File: config.mk
export PLATFORM = sky130hd
export DESIGN_NAME = carry_rotate_unit
export DESIGN_NICKNAME = d
export VERILOG_FILES = /design/src/rtl/carry_rot_pkg.sv /design/src/rtl/rot_step.sv /design/src/rtl/rot_ovf.sv /design/src/rtl/rot_seq.sv /design/src/rtl/carry_rotate_unit.sv
export SDC_FILE = /design/constraint.sdc
export NUM_CORES = 1
export LEC_CHECK = 0
export BUFFER_PORTS_ARGS = -buffer_cell sky130_fd_sc_hd__buf_2
export CAP_MARGIN = 20
export CORE_MARGIN = 2
export CORE_UTILIZATION = 47
export DETAILED_ROUTE_END_ITERATION = 8
export GPL_TIMING_DRIVEN = 1
export MAX_ROUTING_LAYER = met4
export PLACE_DENSITY_LB_ADDON = 0.08
export SYNTH_ARGS = -nofsm -noshare
export SYNTH_HDL_FRONTEND = slang
export SYNTH_SLANG_ARGS = --single-unit
File: constraint.sdc
create_clock -name clk -period 2.4 [get_ports clk]
set_clock_uncertainty 0.1 [all_clocks]
set_input_delay 0.12 -clock clk [delete_from_list [all_inputs] [get_ports clk]]
set_output_delay 0.12 -clock clk [all_outputs]
set_load 0.01 [all_outputs]
File: src/rtl/carry_rot_pkg.sv
package carry_rot_pkg;
  typedef enum logic {
    ROT_LEFT  = 1'b0,
    ROT_RIGHT = 1'b1
  } rot_dir_e;
endpackage

File: src/rtl/rot_step.sv
// One rotate step through the carry for a byte or word ring.
module rot_step
  import carry_rot_pkg::*;
#(
  parameter int W = 16
) (
  input  logic [W-1:0] data_i,
  input  logic         cf_i,
  input  rot_dir_e     dir_i,
  input  logic         word_i,
  output logic [W-1:0] data_o,
  output logic         cf_o
);
  localparam int H = W / 2;

  always_comb begin
    if (dir_i == ROT_LEFT) begin
      if (word_i) begin
        cf_o   = data_i[W-1];
        data_o = {data_i[W-2:0], cf_i};
      end else begin
        cf_o   = data_i[H-1];
        data_o = {{H{1'b0}}, data_i[H-2:0], cf_i};
      end
    end else begin
      cf_o = data_i[0];
      if (word_i) data_o = {cf_i, data_i[W-1:1]};
      else        data_o = {{H{1'b0}}, cf_i, data_i[H-1:1]};
    end
  end
endmodule

File: src/rtl/rot_ovf.sv
// Overflow rule for a single-step rotate; differs by direction.
module rot_ovf
  import carry_rot_pkg::*;
#(
  parameter int W = 16
) (
  input  logic [W-1:0] data_i,
  input  logic         cf_i,
  input  rot_dir_e     dir_i,
  input  logic         word_i,
  output logic         ovf_o
);
  localparam int H = W / 2;
  logic top_bit, next_bit;

  always_comb begin
    top_bit  = word_i ? data_i[W-1] : data_i[H-1];
    next_bit = word_i ? data_i[W-2] : data_i[H-2];
    ovf_o    = (dir_i == ROT_LEFT) ? (top_bit ^ cf_i) : (top_bit ^ next_bit);
  end
endmodule

File: src/rtl/rot_seq.sv
// Step counter and handshake sequencing.
module rot_seq #(
  parameter int CNT_W = 5
) (
  input  logic             clk,
  input  logic             rst_n,
  input  logic             start_i,
  input  logic [CNT_W-1:0] count_i,
  output logic             load_o,
  output logic             step_o,
  output logic             finish_o,
  output logic             one_o,
  output logic             busy_o,
  output logic             done_o
);
  logic [CNT_W-1:0] cnt_q, cnt_d;
  logic             busy_q, busy_d, done_q, done_d, one_q, one_d;

  always_comb begin
    load_o   = start_i & ~busy_q;
    step_o   = busy_q & (cnt_q != '0);
    finish_o = busy_q & (cnt_q == '0);
    cnt_d    = cnt_q;
    busy_d   = busy_q;
    one_d    = one_q;
    if (load_o) begin
      cnt_d  = count_i;
      busy_d = 1'b1;
      one_d  = (count_i == CNT_W'(1));
    end else if (step_o) begin
      cnt_d  = cnt_q - 1'b1;
    end else if (finish_o) begin
      busy_d = 1'b0;
    end
    done_d = finish_o;
  end

  always_ff @(posedge clk or negedge rst_n) begin
    if (!rst_n) begin
      cnt_q  <= '0;
      busy_q <= 1'b0;
      done_q <= 1'b0;
      one_q  <= 1'b0;
    end else begin
      cnt_q  <= cnt_d;
      busy_q <= busy_d;
      done_q <= done_d;
      one_q  <= one_d;
    end
  end

  assign one_o  = one_q;
  assign busy_o = busy_q;
  assign done_o = done_q;


  done_pulse_chk: assert property (@(posedge clk) disable iff (!rst_n)
    done_q |=> !done_q);

  done_idle_chk: assert property (@(posedge clk) disable iff (!rst_n)
    done_q |-> !busy_q);

  count_down_chk: assert property (@(posedge clk) disable iff (!rst_n)
    (busy_q && cnt_q != '0) |=> (busy_q && cnt_q == $past(cnt_q) - 1'b1));
endmodule

File: src/rtl/carry_rotate_unit.sv
module carry_rotate_unit
  import carry_rot_pkg::*;
#(
  parameter int W     = 16,
  parameter int CNT_W = 5
) (
  input  logic             clk,
  input  logic             rst_n,
  input  logic             start,
  input  logic             dir_right,
  input  logic             word_mode,
  input  logic [W-1:0]     operand,
  input  logic             carry_in,
  input  logic [CNT_W-1:0] count,
  output logic [W-1:0]     result,
  output logic             carry_out,
  output logic             ovf,
  output logic             ovf_valid,
  output logic             busy,
  output logic             done
);
  localparam int H = W / 2;

  logic           load, step, finish, one_cnt;
  logic [W-1:0]   data_q, data_d, step_data;
  logic           cf_q, cf_d, step_cf;
  logic           size_q, size_d;
  rot_dir_e       dir_q, dir_d;
  logic           ovf_q, ovf_d, ovfv_q, ovfv_d, ovf_calc;

  rot_seq #(.CNT_W(CNT_W)) u_seq (
    .clk(clk), .rst_n(rst_n), .start_i(start), .count_i(count),
    .load_o(load), .step_o(step), .finish_o(finish), .one_o(one_cnt),
    .busy_o(busy), .done_o(done)
  );

  rot_step #(.W(W)) u_step (
    .data_i(data_q), .cf_i(cf_q), .dir_i(dir_q), .word_i(size_q),
    .data_o(step_data), .cf_o(step_cf)
  );

  rot_ovf #(.W(W)) u_ovf (
    .data_i(data_q), .cf_i(cf_q), .dir_i(dir_q), .word_i(size_q),
    .ovf_o(ovf_calc)
  );

  always_comb begin
    data_d = data_q;
    cf_d   = cf_q;
    size_d = size_q;
    dir_d  = dir_q;
    ovf_d  = ovf_q;
    ovfv_d = ovfv_q;
    if (load) begin
      data_d = word_mode ? operand : {{H{1'b0}}, operand[H-1:0]};
      cf_d   = carry_in;
      size_d = word_mode;
      dir_d  = rot_dir_e'(dir_right);
    end else if (step) begin
      data_d = step_data;
      cf_d   = step_cf;
    end
    if (finish) begin
      ovfv_d = one_cnt;
      if (one_cnt) ovf_d = ovf_calc;
    end
  end

  always_ff @(posedge clk or negedge rst_n) begin
    if (!rst_n) begin
      data_q <= '0;
      cf_q   <= 1'b0;
      size_q <= 1'b0;
      dir_q  <= ROT_LEFT;
      ovf_q  <= 1'b0;
      ovfv_q <= 1'b0;
    end else begin
      data_q <= data_d;
      cf_q   <= cf_d;
      size_q <= size_d;
      dir_q  <= dir_d;
      ovf_q  <= ovf_d;
      ovfv_q <= ovfv_d;
    end
  end

  assign result    = data_q;
  assign carry_out = cf_q;
  assign ovf       = ovf_q;
  assign ovf_valid = ovfv_q;


  byte_upper_chk: assert property (@(posedge clk) disable iff (!rst_n)
    !size_q |-> (data_q[W-1:H] == '0));

  busy_hold_chk: assert property (@(posedge clk) disable iff (!rst_n)
    busy |=> ($stable(size_q) && $stable(dir_q)));

  ovf_keep_chk: assert property (@(posedge clk) disable iff (!rst_n)
    (done && !ovf_valid) |-> (ovf == $past(ovf)));

  zero_hold_chk: assert property (@(posedge clk) disable iff (!rst_n)
    (start && !busy && count == '0) |=> ##1 (done && $stable(result) && $stable(carry_out)));
endmodule

==> metrics <==
CP Data Required Time=around 2.5 ns; dpl hpwl=2.62 mm; CTS tree=yes; syn avg cell area=9.49 sq um; startpoint types=register; Skew-Pair Late Insertion Delay=0.32 ns; flop-to-flop setup slack=roughly 0.32 ns; CP max-delay cell=or4b_4; Layout area overhead=28.1%; IO Port Bufs=47; fin nets=258; Worst setup EP type=register; Worst VDD drop=0.000600 V; vias in the first global route=around 1400; placed cells=254; post-synthesis sequential area ratio=0.455; period utilization=0.868; clk root buf=clkbuf_4; DR pass1 iterations=4; clock transition at the registers of the reported paths=0.08 ns; initial antenna violation count=0; worst setup path end=result[9]$_DFFE_PN0P_; Final Slew Violations=0; CTS buffer count=5; CORE AREA=around 3300 sq um; routed wire length per instance=13.5 um; post-synth cell types=33; fin crit period=2.08 ns; Mapped Nets=196; standard-cell row count=21; non-filler cells in the finished layout=~280; hold slack=0.00930 ns; PwrDens=1120 nW/um^2; biggest area consumer among synthesized cells=dfrtp_1; largest fanout on the critical path=36; CP bufs+invs=2; Post-synth EDFFs=0; post-CTS resize count=0; clock sink total=29; final RePlAce weighted congestion=0.833; Crit path largest cell delay=0.52 ns; final setup fails=0; status=complete, no violations; Top FF cell, synth=dfrtp_1; DR vias/cell=5.35; Worst Max-Slew Pin Slew=0.648 ns; Syn. warnings=0; fmax=around 0.48 GHz; setup TNS=0 ns; Synth area leaders=dfrtp_1 46%, mux2i_1 11%, nand2_1 5.9%, o21ai_0 5.7%, a21oi_1 4.4%; synth cell count leaders=29 x dfrtp_1, 25 x nand2_1, 18 x o21ai_0, 17 x mux2i_1, 14 x a21oi_1; initial core utilization=0.485; max-cap violations=0; Hold Violations, Final=0; Synth top area share=0.455; relative slew slack=0.568; total track usage=0.216; initial DRC count=122; Die Ht=62.2 um; Leak Pwr=~0.0010 uW; Routed WL=3.75 mm; #FFs+latches synth=29; Clk pwr share=0.119; Hold Buf Count CTS=15; FF-to-FF path depth=6; Die ar.=approximately 3900 sq um; CP cell instances=inv_1, ha_1, or4b_4, mux2i_4, buf_4, o21ai_0; # Post-CTS Setup Buffers=0; post-route ant nets=0; Critical path origin=u_seq.cnt_q[0]$_DFFE_PN0P_; unrepaired setup endpoints after global routing=false; Cell Area, Synth=between 1500 and 2000 sq um; grt ovf=0; layout cells sized above 1=0.264; die span in x=62.2 um; NetSw=973 uW; Top delay family on crit path=simple AND/OR/NAND/NOR gates; async set-reset flop share out of synthesis=1.00; RR Startpoint=u_seq.cnt_q[0]$_DFFE_PN0P_; Post-Syn Instances=between 150 and 200; Worst path depth=6; worst setup path class=register to register; proportion of power drawn by flip-flops and latches=0.401; DRC Markers=0; Min-Delay Path Class=primary input to register; cell-internal power=1310 uW; number of diodes=0; htree depth=2; RR Endpoint=result[9]$_DFFE_PN0P_; Max clock buf depth=2; Ports=48; most frequent cell after synthesis=dfrtp_1; Switching Fraction=0.426; total number of vias=1481; pin count of the biggest net entering global routing=37; Gate power share=0.480; first-pass GRT wire length=6.51 mm; Arr. time, crit path=between 2 and 2.5 ns; total power=2280 uW; post-layout util=0.622
## layer usage
metal | share of wire | routed length [um] | global-route usage | up-vias
li1 | - | - | - | 728
met2 | 0.50 | 1880 | 0.340 | 47
met4 | 0.015 | 57 | 0.0583 | 0
met1 | 0.42 | 1590 | 0.276 | 699
met3 | 0.060 | 226 | 0.0616 | 7
met5 | 0 | 0 | - | -
## worst reg2reg max path, cell delays in order (launching register included)
cell and delay (ns):
dfrtp_1 0.38, inv_1 0.10, ha_1 0.20, or4b_4 0.52, mux2i_4 0.15, buf_4 0.34
o21ai_0 0.16
## layout by cell type (no fill, tap or decap)
cell / n
buf_2: 47
dfrtp_1: 29
nand2_1: 25
o21ai_0: 18
mux2i_1: 17
dlygate4sd3_1: 15
a21oi_1: 14
nor2_1: 9
inv_1: 6
and3_1: 5
clkbuf_4: 5
a2bb2oi_1: 4
a221oi_1: 4
nor2b_1: 3
nand2b_1: 3
o21ai_1: 3
clkbuf_1: 3
buf_4: 3
a22oi_1: 2
or4b_4: 1
nor2_4: 1
mux2i_4: 1
xnor2_1: 1
mux2_2: 1
o21ai_2: 1
and2_1: 1
or3_1: 1
nor3_1: 1
a211oi_1: 1
o22ai_1: 1
nor3b_1: 1
or4b_2: 1
o31ai_1: 1
o211ai_1: 1
ha_1: 1
## final cells by class
class | count | area, sq um
multi-input combinational | 123 | 779
tap | 46 | 57.6
timing repair buffer | 65 | 408
sequential | 29 | 726
clock buffer | 8 | 48.8
inverter | 6 | 22.5
fill | 305 | 1240
## kinds of logic after synthesis
kind of cell | count (synthesis) | share of synthesized area
AOI/OAI and AO/OA | 50 | 0.187
xor gates and xnor gates | 1 | 0.00550
adders and majority gates | 1 | 0.00785
buffers and inverters | 16 | 0.0557
DFF | 29 | 0.455
muxes | 19 | 0.128
and+or+nand+nor | 52 | 0.161
## worst min path at each step
stage	startpoint	endpoint	cells past startpoint
detailed placement	rst_n	u_seq.done_o$_DFF_PN0_	1
global route	operand[9]	result[9]$_DFFE_PN0P_	3
global placement	rst_n	u_seq.done_o$_DFF_PN0_	1
CTS	operand[12]	result[12]$_DFFE_PN0P_	3
finish	operand[12]	result[12]$_DFFE_PN0P_	3
floorplan	rst_n	carry_out$_DFFE_PN0P_	0
## flip-flops by register name, indices dropped and copies added (netlist names)
name / cells
ovf_valid: 1
u_seq.busy_o: 1
ovf: 1
size_q: 1
u_seq.cnt_q: 5
result: 16
u_seq.one_o: 1
u_seq.done_o: 1
carry_out: 1
dir_q: 1
## power groups by stage
stage | clock network [uW] | logic, uW | registers [uW]
floorplan | 0 | 828 | 879
global placement | 0 | 1040 | 915
CTS | 283 | 1100 | 913
finish | 272 | 1100 | 915
detailed placement | 0 | 1070 | 922
global route | 305 | 1250 | 953
## metrics by stage
stage	instance area [sq um]	worst slack, ns
final	2040	0.316
after global routing	2040	0.181
after CTS	2040	0.319
after detailed placement	1840	0.343
after global placement	1840	0.419
after floorplan	1590	0.556
Note: power is estimated with default switching activity, not from simulation.
